**config.mk**
```make
export PLATFORM = sky130hd
export DESIGN_NAME = dma_page_addrgen
export DESIGN_NICKNAME = d
export VERILOG_FILES = /design/src/rtl/dma_pg_pkg.sv /design/src/rtl/dma_pg_regs.sv /design/src/rtl/dma_pg_addrgen.sv /design/src/rtl/dma_page_addrgen.sv
export SDC_FILE = /design/constraint.sdc
export NUM_CORES = 1
export LEC_CHECK = 0
export BUFFER_PORTS_ARGS = -buffer_cell sky130_fd_sc_hd__clkbuf_2
export CAP_MARGIN = 20
export CORE_AREA = 3 3 106 148
export DETAILED_ROUTE_END_ITERATION = 8
export DIE_AREA = 0 0 109 151
export MAX_ROUTING_LAYER = met4
export PLACE_DENSITY = 0.92
export SLEW_MARGIN = 5
export SYNTH_ARGS = -nofsm -noshare
export SYNTH_HDL_FRONTEND = slang
export SYNTH_SLANG_ARGS = --single-unit
```
**constraint.sdc**
```tcl
create_clock -name clk -period 8 [get_ports clk]
set_input_delay 0.8 -clock clk [delete_from_list [all_inputs] [get_ports clk]]
set_output_delay 0.8 -clock clk [all_outputs]
set_load 0.03 [all_outputs]
```
**src/rtl/dma_pg_pkg.sv**
```systemverilog
package dma_pg_pkg;

  localparam int CH_W   = 2;
  localparam int CH_N   = 1 << CH_W;
  localparam int PORT_W = 3;

  typedef struct packed {
    logic            hit;
    logic [CH_W-1:0] ch;
  } port_dec_t;

  // Irregular port-to-channel map; unlisted ports select nothing.
  function automatic port_dec_t decode_port(input logic [PORT_W-1:0] p);
    port_dec_t d;
    d.hit = 1'b1;
    unique case (p)
      3'd7:    d.ch = 2'd0;
      3'd3:    d.ch = 2'd1;
      3'd1:    d.ch = 2'd2;
      3'd2:    d.ch = 2'd3;
      default: begin d.hit = 1'b0; d.ch = 2'd0; end
    endcase
    return d;
  endfunction

endpackage

```
**src/rtl/dma_pg_regs.sv**
```systemverilog
module dma_pg_regs
  import dma_pg_pkg::*;
#(
  parameter int PAGE_W = 8
) (
  input  logic                     clk,
  input  logic                     rst_n,
  input  logic                     wr_en,
  input  logic                     sel_hi,
  input  logic [PORT_W-1:0]        port,
  input  logic [PAGE_W-1:0]        wdata,
  output logic [PAGE_W-1:0]        rdata,
  output logic [CH_N*PAGE_W-1:0]   page_flat,
  output logic [CH_N*PAGE_W-1:0]   hpage_flat
);

  port_dec_t   dec;
  logic        wr_hit;
  logic        wr_miss;
  logic [PAGE_W-1:0] page_q  [CH_N];
  logic [PAGE_W-1:0] hpage_q [CH_N];

  assign dec     = decode_port(port);
  assign wr_hit  = wr_en &&  dec.hit;
  assign wr_miss = wr_en && !dec.hit;

  for (genvar g = 0; g < CH_N; g++) begin : g_ch
    logic sel_ch;
    assign sel_ch = wr_hit && (dec.ch == CH_W'(g));

    always_ff @(posedge clk) begin
      if (!rst_n) begin
        page_q[g]  <= '0;
        hpage_q[g] <= '0;
      end else if (sel_ch) begin
        if (sel_hi) hpage_q[g] <= wdata;
        else        page_q[g]  <= wdata;
      end
    end

    assign page_flat [g*PAGE_W +: PAGE_W] = page_q[g];
    assign hpage_flat[g*PAGE_W +: PAGE_W] = hpage_q[g];
  end

  always_comb begin
    rdata = '0;
    if (dec.hit) rdata = sel_hi ? hpage_q[dec.ch] : page_q[dec.ch];
  end

  a_r4_reset_clear: assert property (@(posedge clk) disable iff (!rst_n)
    $rose(rst_n) |-> (page_flat == '0 && hpage_flat == '0));

  a_r2_miss_keeps: assert property (@(posedge clk) disable iff (!rst_n)
    wr_miss |=> ($stable(page_flat) && $stable(hpage_flat)));

  a_r1_page_lands: assert property (@(posedge clk) disable iff (!rst_n)
    (wr_hit && !sel_hi) |=> (page_q[$past(dec.ch)] == $past(wdata)));

  a_r1_hpage_lands: assert property (@(posedge clk) disable iff (!rst_n)
    (wr_hit && sel_hi) |=> (hpage_q[$past(dec.ch)] == $past(wdata)));

  a_r3_miss_reads_zero: assert property (@(posedge clk) disable iff (!rst_n)
    !dec.hit |-> (rdata == '0));

endmodule

```
**src/rtl/dma_pg_addrgen.sv**
```systemverilog
module dma_pg_addrgen #(
  parameter int PAGE_W  = 8,
  parameter int HP_KEEP = 7,
  parameter int CUR_W   = 16,
  parameter int XFER_W  = 17,
  parameter int CNT_W   = 16,
  localparam int PHYS_W = HP_KEEP + PAGE_W + CUR_W,
  localparam int SIZE_W = CNT_W + 2
) (
  input  logic              clk,
  input  logic              rst_n,
  input  logic              req_valid,
  input  logic [PAGE_W-1:0] page,
  input  logic [PAGE_W-1:0] hpage,
  input  logic [CUR_W-1:0]  cur,
  input  logic              decr,
  input  logic [XFER_W-1:0] pos,
  input  logic [XFER_W-1:0] len,
  input  logic [CNT_W-1:0]  count,
  input  logic              wide,
  output logic              out_valid,
  output logic [PHYS_W-1:0] out_addr,
  output logic [SIZE_W-1:0] out_size
);

  function automatic logic [PHYS_W-1:0] phys_base(
    input logic [PAGE_W-1:0] hp, input logic [PAGE_W-1:0] pg,
    input logic [CUR_W-1:0] ca);
    return {hp[HP_KEEP-1:0], pg, ca};
  endfunction

  function automatic logic [PHYS_W-1:0] burst_start(
    input logic [PHYS_W-1:0] b, input logic dn,
    input logic [XFER_W-1:0] p, input logic [XFER_W-1:0] l);
    logic [PHYS_W-1:0] pe, le;
    pe = PHYS_W'(p);
    le = PHYS_W'(l);
    return dn ? (b - pe - le) : (b + pe);
  endfunction

  function automatic logic [SIZE_W-1:0] xfer_size(
    input logic [CNT_W-1:0] c, input logic w);
    logic [SIZE_W-1:0] n;
    n = SIZE_W'(c) + SIZE_W'(1);
    return w ? (n << 1) : n;
  endfunction

  logic [PHYS_W-1:0] base_w;
  logic [PHYS_W-1:0] start_w;
  logic [SIZE_W-1:0] size_w;

  assign base_w  = phys_base(hpage, page, cur);
  assign start_w = burst_start(base_w, decr, pos, len);
  assign size_w  = xfer_size(count, wide);

  always_ff @(posedge clk) begin
    if (!rst_n) begin
      out_valid <= 1'b0;
      out_addr  <= '0;
      out_size  <= '0;
    end else begin
      out_valid <= req_valid;
      if (req_valid) begin
        out_addr <= start_w;
        out_size <= size_w;
      end
    end
  end

  a_r10_valid_follows: assert property (@(posedge clk) disable iff (!rst_n)
    req_valid |=> out_valid);

  a_r10_idle_quiet: assert property (@(posedge clk) disable iff (!rst_n)
    !req_valid |=> !out_valid);

  a_r7_zero_offset: assert property (@(posedge clk) disable iff (!rst_n)
    (req_valid && !decr && pos == '0) |=> (out_addr[CUR_W-1:0] == $past(cur)));

  a_r9_wide_even: assert property (@(posedge clk) disable iff (!rst_n)
    (req_valid && wide) |=> (out_size[0] == 1'b0));

  a_r6_page_field: assert property (@(posedge clk) disable iff (!rst_n)
    (req_valid && pos == '0 && len == '0) |=>
      (out_addr[CUR_W +: PAGE_W] == $past(page)));

endmodule

```
**src/rtl/dma_page_addrgen.sv**
```systemverilog
module dma_page_addrgen
  import dma_pg_pkg::*;
#(
  parameter int PAGE_W  = 8,
  parameter int HP_KEEP = 7,
  parameter int CUR_W   = 16,
  parameter int XFER_W  = 17,
  parameter int CNT_W   = 16,
  localparam int PHYS_W = HP_KEEP + PAGE_W + CUR_W,
  localparam int SIZE_W = CNT_W + 2
) (
  input  logic              clk,
  input  logic              rst_n,
  input  logic              pg_wr,
  input  logic              pg_hi,
  input  logic [2:0]        pg_port,
  input  logic [PAGE_W-1:0] pg_wdata,
  output logic [PAGE_W-1:0] pg_rdata,
  input  logic              req_valid,
  input  logic [1:0]        req_chan,
  input  logic [CUR_W-1:0]  req_cur_addr,
  input  logic              req_decr,
  input  logic [XFER_W-1:0] req_pos,
  input  logic [XFER_W-1:0] req_len,
  input  logic [CNT_W-1:0]  req_count,
  input  logic              req_wide,
  output logic              out_valid,
  output logic [PHYS_W-1:0] out_addr,
  output logic [SIZE_W-1:0] out_size
);

  logic [CH_N*PAGE_W-1:0] page_flat;
  logic [CH_N*PAGE_W-1:0] hpage_flat;
  logic [PAGE_W-1:0]      chan_page;
  logic [PAGE_W-1:0]      chan_hpage;

  dma_pg_regs #(.PAGE_W(PAGE_W)) u_regs (
    .clk        (clk),
    .rst_n      (rst_n),
    .wr_en      (pg_wr),
    .sel_hi     (pg_hi),
    .port       (pg_port),
    .wdata      (pg_wdata),
    .rdata      (pg_rdata),
    .page_flat  (page_flat),
    .hpage_flat (hpage_flat)
  );

  assign chan_page  = page_flat [req_chan*PAGE_W +: PAGE_W];
  assign chan_hpage = hpage_flat[req_chan*PAGE_W +: PAGE_W];

  dma_pg_addrgen #(
    .PAGE_W (PAGE_W),
    .HP_KEEP(HP_KEEP),
    .CUR_W  (CUR_W),
    .XFER_W (XFER_W),
    .CNT_W  (CNT_W)
  ) u_gen (
    .clk       (clk),
    .rst_n     (rst_n),
    .req_valid (req_valid),
    .page      (chan_page),
    .hpage     (chan_hpage),
    .cur       (req_cur_addr),
    .decr      (req_decr),
    .pos       (req_pos),
    .len       (req_len),
    .count     (req_count),
    .wide      (req_wide),
    .out_valid (out_valid),
    .out_addr  (out_addr),
    .out_size  (out_size)
  );

endmodule

```
==> reports/qor.yml, run 1 <==
syn_nets: 1066
yosys_warnings: 0
netlist.area_leader.share: 0.2317
placed_area_sq_um: 9160
cts.sinks: 114
drc_errors: 0
path_class: "in -> reg"
grt_overflow: 0
numPortBuffers: 143
dpl.hpwl_um: 17240
first_global_vias: 7976
grt_max_degree: 54
grtUsageTotal: 0.2966
cts_setup_buffers: 0
ios: 144
cts-root-buf: "clkbuf_16"
drtIter0Drc: 672
wirelength_um: 23800
synth_seq_cells: 114
max-slew-margin-rel: 0.3059
cts_buffer_depth: 2
fin_area_sq_um: 9779
vias: 7909
critPathLaunch: "req_chan[0]"
cap_violations: 0
start_util: 0.5717
synthFlopType: "edfxtp_1"
slowest_delay_ns: 0.68
final_common_cell: "clkbuf_2"
hp-start: "u_gen.out_size[17]$_SDFFE_PN0P_"
core_sq_um: 14510
finalCritPeriodShare: 0.4930
status: "complete, no violations"
hold_viol_final: 0
slowest_stage: "o41ai_1"
avgSynthCellArea_sq_um: 8.976
clock_skew_ns: 0.01116
drive_above_1_share: 0.1933
cts.repair.resized: 0
hp-class: "reg -> reg"
n_antenna_cell: 0
rows: 52
grt_pass1_wl_um: 37060
gp_congestion: 0.9457
wl_per_cell_um: 18.89
whs_ns: 0.4673
syn-cell-area_sq_um: 8294
areaGrowthSynthToFinish_pct: 17.91
setup_violations: 0
postCtsHoldBufs: 0
synth_edf_count: 64
r2r-start: "u_regs.page_q[3][0]$_SDFFCE_PN0P_"
die_y_um: 151
end_kind: "flop"
arrival_ns: 4.25
dieArea_sq_um: 16460
synth.area.top_cells: "edfxtp_1 23%, dfxtp_1 12%, ha_1 5.7%"
power.density_nw_per_um2: 209.1
required_ns: 8.30
synthArstFlopShare: 0
crit_fanout: 19
grt_util_met3: 0.05757
place_ws_ns: 3.693
report.power.total_mw: 2.045
start_kind: "input pin"
leakagePower_nw: 4.162
seq_area_frac_synth: 0.3524
h-tree-depth: 4
clkLatencyLatePin_ns: 0.42
viasPerCell: 6.277
met2_usage: 0.5304
yosysUniqueCellTypes: 71
layout_min_cycle_time_ns: 3.944
finalWorstSetupSlack_ns: 4.056
synthCells: 924
die-width_um: 109
worstMarginPinSlew_ns: 1.040
rsz0062_at_grt: "false"
cp_cell_sequence: "clkbuf_2 > mux4_2 > fa_1 > ha_1 > inv_1 > o41ai_1 > a21oi_1 > a31o_2 > a221o_1"
layout_common_cells: "143 x clkbuf_2, 94 x nor2_1, 69 x and2_1"
synth_top_area_cell: "edfxtp_1"
fin_tns_setup_ns: 0
grt.met1_usage: 0.3053
grt_antenna_before_repair: 0
num-nets-final: 1200
vdd_drop_max_mv: 0.1718
drt_pass1_iterations: 6
numCtsBuffers: 17
clock.fmax_ghz: 0.2535
cts_tree: "built"
path_clk_slew_ns: 0.05
grt_busiest_layer: "met2"
maxSlewViolCount: 0
ant_nets: 0
-- power breakdown --
part           switching (mW)  total (mW)  internal, mW
registers              0.0263       0.689         0.663
logic                   0.357       0.575         0.217
clock network           0.289       0.781         0.492
total                   0.673        2.04          1.37
-- through the flow --
step / instances / utilization
after CTS: 1259 / 0.6732
after detailed placement: 1227 / 0.6313
after global placement: 1227 / 0.6313
after global routing: 1260 / 0.6740
final: 1260 / 0.6740
after floorplan: 924 / -
-- metal layers --
| layer | vias to the layer above | routed length (um) |
|---|---|---|
| met4 | 0 | 994 |
| met3 | 102 | 1936 |
| met5 | - | 0 |
| li1 | 3657 | - |
| met2 | 437 | 12560 |
| met1 | 3713 | 8312 |
-- critical path, delay by kind of cell --
family | cells | cell delay (ns)
AO/OA/AOI/OAI | 4 | 1.44
adder cells (fa/ha/maj) | 2 | 0.79
multiplexers | 1 | 0.62
buffers and inverters | 2 | 0.59
-- cell families (layout without fill, tap and decap cells) --
kind of cell             count (synthesis)  count (layout)  synth area share
AO/OA/AOI/OAI                          242             242            0.1859
XOR/XNOR                                41              41           0.04330
adder cells (fa/ha/maj)                 56              56            0.1008
buffers and inverters                   90             237           0.04209
flip-flops                             114             114            0.3524
multiplexers                            33              33           0.06396
AND/OR/NAND/NOR                        348             348            0.2116
-- final timing paths --
path / end / slack [ns] / depth (start not counted)
setup / recovery: u_gen.out_addr[22]$_SDFFE_PN0P_ / 4.06 / 9
hold / removal: u_gen.out_size[17]$_SDFFE_PN0P_ / 0.47 / 2
setup reg to reg: u_gen.out_addr[22]$_SDFFE_PN0P_ / 4.69 / 8
hold reg to reg: u_gen.out_size[17]$_SDFFE_PN0P_ / 0.47 / 2
-- registers in the layout, summed over array words and instances, names as in the netlist --
signal	count
u_regs.hpage_q	32
u_regs.page_q	32
u_gen.out_addr	31
u_gen.out_valid	1
u_gen.out_size	18
-- area by class of cell --
cell class / count / area (sq um)
multi-input cells: 720 / 5022
fillers: 1123 / 4730
flip-flops and latches: 114 / 2923
repair buffers: 153 / 794.5
clock buffers: 17 / 425.4
well taps: 189 / 236.5
inverters: 52 / 195.2
clock inverters: 15 / 182.7
-- synth_stat cells, types with 12 or more instances --
cell type / n
nor2_1: 94
and2_1: 69
a21oi_1: 68
edfxtp_1: 64
nand2_1: 64
o21ai_0: 52
inv_1: 51
dfxtp_1: 50
ha_1: 38
clkbuf_1: 30
xnor2_1: 28
nor3_1: 27
o22ai_1: 27
nand3_1: 23
fa_1: 18
mux2i_1: 17
a211oi_1: 15
and3_1: 14
xor2_1: 13
mux4_2: 12
Power figures use the tool's default switching activity.
==> run 2: changes to the inputs <==
Settings changed: CORE_AREA 3 3 106 148 to 3 3 111 156, DIE_AREA 0 0 109 151 to 0 0 114 159, PLACE_DENSITY 0.92 to 0.88.
Clock period 8 ns to 3.42 ns, I/O delays scaled along.
==> reports/qor.yml, run 2 (synthesized netlist as in run 1, its figures left out) <==
dpl.hpwl_um: 17900  # was 17,240 um
power.density_nw_per_um2: 472.8  # was 209.1 nW/um^2
worstMarginPinSlew_ns: 0.8914  # was 1.040 ns
slowest_stage: "mux4_2"  # was o41ai_1
grt_max_degree: 51  # was 54
h-tree-depth: 4  # unchanged
arrival_ns: 3.61  # was 4.25 ns
die_y_um: 159  # was 151 um
clkLatencyLatePin_ns: 0.42  # about the same
core_sq_um: 16100  # was 14,510 sq um
drt_pass1_iterations: 5  # was 6
ant_nets: 0  # unchanged
cts-root-buf: "clkbuf_16"  # unchanged
drive_above_1_share: 0.2057  # was 0.1933
clock.fmax_ghz: 0.3026
clock_skew_ns: 0.005651  # was 0.01116 ns
wl_per_cell_um: 18.57  # was 18.89 um
finalWorstSetupSlack_ns: 0.1158  # was 4.056 ns
max-slew-margin-rel: 0.3982  # was 0.3059
drt-met1-wl_um: 8844  # was 8312 um
start_kind: "flop"  # was input pin
viasPerCell: 6.131  # was 6.277
cts.repair.resized: 0  # unchanged
ios: 144  # unchanged
cap_violations: 0  # unchanged
route.met2.wl_um: 12430  # was 12,560 um
hp-start: "pg_wdata[0]"  # was u_gen.out_size[17]$_SDFFE_PN0P_
numCtsBuffers: 17  # unchanged
drtIter0Drc: 579  # was 672
slowest_delay_ns: 0.54  # was 0.68 ns
cts_tree: "built"  # unchanged
grt_overflow: 0  # unchanged
placed_area_sq_um: 9353  # was 9160 sq um
r2r_cells: 11  # was 8
grt_antenna_before_repair: 0  # unchanged
cts_buffer_depth: 2  # unchanged
die-width_um: 114  # was 109 um
maxSlewViolCount: 0  # unchanged
path_class: "reg -> reg"  # was in -> reg
cts_setup_buffers: 0  # unchanged
hp-class: "in -> reg"  # was reg -> reg
drc_errors: 0  # unchanged
r2r-start: "u_regs.page_q[3][0]$_SDFFCE_PN0P_"  # unchanged
fin_tns_setup_ns: 0  # unchanged
start_util: 0.5151  # was 0.5717
dieArea_sq_um: 18130  # was 16,460 sq um
layout_common_cells: "143 x clkbuf_2, 94 x nor2_1, 69 x and2_1"  # unchanged
end_kind: "flop"  # unchanged
rsz0062_at_grt: "false"  # unchanged
n_antenna_cell: 0  # unchanged
r2r-end: "u_gen.out_addr[29]$_SDFFE_PN0P_"  # was u_gen.out_addr[22]$_SDFFE_PN0P_
num-nets-final: 1223  # was 1,200
numPortBuffers: 143  # unchanged
required_ns: 3.72  # was 8.30 ns
path_clk_slew_ns: 0.05  # about the same
vdd_drop_max_mv: 0.3637  # was 0.1718 mV
report.power.total_mw: 4.683  # was 2.045 mW
fin_area_sq_um: 9905  # was 9779 sq um
fill_cells: 1366  # was 1,123
rows: 55  # was 52
finalCritPeriodShare: 0.9661
largestRegisters: "u_regs.hpage_q (32), u_regs.page_q (32), u_gen.out_addr (31)"  # unchanged
setup_violations: 0  # unchanged
gp_congestion: 0.9514  # was 0.9457
final_common_cell: "clkbuf_2"  # unchanged
postCtsHoldBufs: 0  # unchanged
cp_cell_sequence: "mux4_2 > fa_1 > ha_1 > inv_1 > o21ba_2 > a31oi_1 > o2bb2ai_1 > nor2b_1 > o32a_1 > and3_1 > a311o_1"  # was clkbuf_2 > mux4_2 > fa_1 > ha_1 > inv_1 > o41ai_1 > a21oi_1 > a31o_2 > a221o_1
hold_viol_final: 0  # unchanged
rrSetupSlack_ns: 0.12  # was 4.69 ns
crit_fanout: 4  # was 19
leakagePower_nw: 4.249  # was 4.162 nW
status: "complete, no violations"  # unchanged
maxUsedRoutingLayer: "met4"  # unchanged
layout_min_cycle_time_ns: 3.304
areaGrowthSynthToFinish_pct: 19.41  # was 17.91%
whs_endpoint: "u_regs.hpage_q[0][0]$_SDFFCE_PN0P_"  # was u_gen.out_size[17]$_SDFFE_PN0P_
grtUsageTotal: 0.2711  # was 0.2966
finalCoreUtilization: 0.6151  # was 0.6740
grt_pass1_wl_um: 38470  # was 37,060 um
vias: 7928  # was 7,909
wl_met3_um: 1777  # was 1936 um
place_ws_ns: 0.01080  # was 3.693 ns
hold_depth: 2  # unchanged
cts.sinks: 114  # unchanged
wirelength_um: 24010  # was 23,800 um
first_global_vias: 7942  # was 7,976
[run 2: changes by cell type in the layout (fill, tap and decap cells not counted)]
cell / before / now
buf_4: 9 / 33
clkinv_1: 1 / 4
clkinv_2: 2 / 5
clkinv_4: 3 / 0
inv_6: 3 / 0
clkbuf_1: 0 / 2
buf_6: 1 / 0
bufinv_16: 3 / 2
clkinvlp_4: 4 / 3
[run 2: final cells by class]
class / count / area (sq um) / share of cell area
repair buffers: 176 / 963.4 / 0.09727
multi-input cells: 720 / 5022 / 0.5071
clock inverters: 13 / 118.9 / 0.01200
well taps: 199 / 249.0 / 0.02514
inverters: 52 / 195.2 / 0.01971
flip-flops and latches: 114 / 2923 / 0.2951
clock buffers: 19 / 432.9 / 0.04371
[run 2: per-layer routing]
layer  global-route usage  vias to the layer above
met5                    -                        -
met4               0.1205                        0
met3              0.04373                       85
met2               0.4749                      398
met1               0.2987                     3745
li1                     -                     3700
[run 2: through the flow]
step / instances / hold slack, ns
after global routing: 1293 / 0.3304
final: 1293 / 0.3086
after global placement: 1261 / 0.4522
after detailed placement: 1261 / 0.4653
after CTS: 1293 / 0.3097
after floorplan: 924 / 0.5402
[run 2: report_power, final]
group,internal [mW],switching [mW],total (mW)
logic,0.545,0.844,1.39
clock network,1.05,0.628,1.68
registers,1.55,0.0617,1.61
total,3.15,1.53,4.68
[run 2: how the worst max path moves through the flow]
stage / start / endpoint / slack [ns] / depth (start not counted)
6_report: u_regs.page_q[3][0]$_SDFFCE_PN0P_ / u_gen.out_addr[29]$_SDFFE_PN0P_ / 0.12 / 11
5_1_grt: u_regs.page_q[3][0]$_SDFFCE_PN0P_ / u_gen.out_addr[29]$_SDFFE_PN0P_ / 0.05 / 11
4_1_cts: u_regs.page_q[3][0]$_SDFFCE_PN0P_ / u_gen.out_addr[29]$_SDFFE_PN0P_ / 0.15 / 11
3_5_place_dp: req_pos[7] / u_gen.out_addr[22]$_SDFFE_PN0P_ / 0.01 / 13
3_3_place_gp: req_pos[7] / u_gen.out_addr[22]$_SDFFE_PN0P_ / 0.05 / 13
2_1_floorplan: req_chan[0] / u_gen.out_addr[29]$_SDFFE_PN0P_ / 0.04 / 13
[run 2: critical path: cells and delay by family (launching register included)]
kind	cells	cell delay, ns
AOI/OAI and AO/OA	5	1.01
adders and majority gates	2	0.82
muxes	1	0.54
DFF	1	0.38
and+or+nand+nor	2	0.34
buffers and inverters	1	0.08
==> run 3: changes to the inputs <==
Settings changed: CORE_AREA 3 3 111 156 to 3 3 110 155, CTS_BUF_LIST from default to sky130_fd_sc_hd__clkbuf_8, DIE_AREA 0 0 114 159 to 0 0 113 158, PLACE_DENSITY 0.88 to 0.89.
==> reports/qor.yml, run 3 (synthesized netlist as in run 1, its figures left out) <==
dp.cells: 1262  # was 1,261
required_ns: 3.75  # was 3.72 ns
cts_buffer_depth: 2  # unchanged
cap_violations: 0  # unchanged
layout_min_cycle_time_ns: 3.219  # was 3.304 ns
dpl.hpwl_um: 17630  # was 17,900 um
ant_nets: 0  # unchanged
die_y_um: 158  # was 159 um
clock.fmax_ghz: 0.3106  # was 0.3026 GHz
grt_pass1_wl_um: 36490  # was 38,470 um
drt_pass1_iterations: 6  # was 5
final_common_cell: "clkbuf_2"  # unchanged
largestRegisters: "u_regs.hpage_q (32), u_regs.page_q (32), u_gen.out_addr (31)"  # unchanged
grt_antenna_before_repair: 0  # unchanged
max-slew-margin-rel: 0.4106  # was 0.3982
drive_above_1_share: 0.2086  # was 0.2057
hold_viol_final: 0  # unchanged
drc_errors: 0  # unchanged
gp_congestion: 0.9527  # was 0.9514
hp-class: "in -> reg"  # unchanged
grtUsageTotal: 0.2654  # was 0.2711
cts-root-buf: "clkbuf_8"  # was clkbuf_16
crit_fanout: 4  # unchanged
slowest_delay_ns: 0.53  # was 0.54 ns
numCtsBuffers: 17  # unchanged
cts.sinks: 114  # unchanged
rows: 54  # was 55
dieArea_sq_um: 17850  # was 18,130 sq um
die-width_um: 113  # was 114 um
leakagePower_nw: 4.216  # was 4.249 nW
clock_skew_ns: 0.01167  # was 0.005651 ns
num-nets-final: 1227  # was 1,223
grt_overflow: 0  # unchanged
postCtsHoldBufs: 0  # unchanged
layout_common_cells: "143 x clkbuf_2, 94 x nor2_1, 69 x and2_1"  # unchanged
report.power.total_mw: 4.333  # was 4.683 mW
wirelength_um: 23250  # was 24,010 um
fin_area_sq_um: 9793  # was 9905 sq um
power.density_nw_per_um2: 442.4  # was 472.8 nW/um^2
cp_cell_sequence: "mux4_2 > fa_1 > ha_1 > inv_1 > o21ba_2 > a31oi_2 > o2bb2ai_1 > nor2_1 > a22o_1 > and3_1 > a311o_1"  # was mux4_2 > fa_1 > ha_1 > inv_1 > o21ba_2 > a31oi_1 > o2bb2ai_1 > nor2b_1 > o32a_1 > and3_1 > a311o_1
grt_max_degree: 35  # was 51
clkLatencyLatePin_ns: 0.44  # was 0.42 ns
path_class: "reg -> reg"  # unchanged
vias: 7769  # was 7,928
wl_per_cell_um: 17.97  # was 18.57 um
h-tree-depth: 4  # unchanged
maxSlewViolCount: 0  # unchanged
finalCritPeriodShare: 0.9413  # was 0.9661
fin_tns_setup_ns: 0  # unchanged
n_antenna_cell: 0  # unchanged
status: "complete, no violations"  # unchanged
finalCoreUtilization: 0.6248  # was 0.6151
layout.cells.non_filler: 1294  # was 1,293
vdd_drop_max_mv: 0.3209  # was 0.3637 mV
path_clk_slew_ns: 0.07  # was 0.05 ns
arrival_ns: 3.55  # was 3.61 ns
setup_violations: 0  # unchanged
ios: 144  # unchanged
drtIter0Drc: 565  # was 579
slowest_stage: "mux4_2"  # unchanged
areaGrowthSynthToFinish_pct: 18.07  # was 19.41%
rsz0062_at_grt: "false"  # unchanged
viasPerCell: 6.004  # was 6.131
start_kind: "flop"  # unchanged
cts_tree: "built"  # unchanged
worstMarginPinSlew_ns: 0.8774  # was 0.8914 ns
core_sq_um: 15680  # was 16,100 sq um
numPortBuffers: 143  # unchanged
end_kind: "flop"  # unchanged
first_global_vias: 7770  # was 7,942
start_util: 0.5291  # was 0.5151
placed_area_sq_um: 9379  # was 9353 sq um
[run 3: metal layers]
metal | vias up | track usage | part of all wire
met1 | 3659 | 0.2772 | 0.37
met4 | 0 | 0.1249 | 0.039
met5 | - | - | 0
met2 | 334 | 0.4814 | 0.53
met3 | 67 | 0.04857 | 0.062
li1 | 3709 | - | -
[run 3: power breakdown]
group / total (mW) / internal (mW) / switching (mW)
clock network: 1.32 / 0.774 / 0.545
logic: 1.40 / 0.558 / 0.846
registers: 1.61 / 1.55 / 0.0607
[run 3: worst paths after layout]
path | depth (start not counted) | slack [ns] | endpoint | startpoint
worst max register to register | 11 | 0.20 | u_gen.out_addr[27]$_SDFFE_PN0P_ | u_regs.page_q[3][0]$_SDFFCE_PN0P_
worst min-delay path | 2 | 0.29 | u_regs.hpage_q[0][5]$_SDFFCE_PN0P_ | pg_wdata[5]
worst max-delay path | 11 | 0.20 | u_gen.out_addr[27]$_SDFFE_PN0P_ | u_regs.page_q[3][0]$_SDFFCE_PN0P_
worst min register to register | 2 | 0.47 | u_gen.out_size[15]$_SDFFE_PN0P_ | u_gen.out_size[15]$_SDFFE_PN0P_
[run 3: area by class of cell]
type / instances / area, sq um
multi-input combinational: 720 / 5029
tap: 196 / 245.2
fill: 1276 / 5882
sequential: 114 / 2923
timing repair buffer: 180 / 993.5
inverter: 52 / 195.2
clock inverter: 15 / 173.9
clock buffer: 17 / 234.0
[run 3: repair_timing]
action	CTS	global route
endpoints found under the setup margin	0	1
gates resized for setup	0	1
setup buffers	0	0
[run 3: critical path: cells and delay by family (launching register included)]
kind / cells / cell delay [ns]
flip-flops: 1 / 0.39
buffers and inverters: 1 / 0.06
AO/OA/AOI/OAI: 5 / 1.09
adder cells (fa/ha/maj): 2 / 0.78
multiplexers: 1 / 0.53
AND/OR/NAND/NOR: 2 / 0.25
[run 3: through the flow]
stage	hold slack, ns	setup WS, ns
finish	0.2895	0.2006
global route	0.2776	0.03092
CTS	0.2729	0.1847
detailed placement	0.4578	0.02547
global placement	0.4510	0.06904
floorplan	0.5402	0.04252
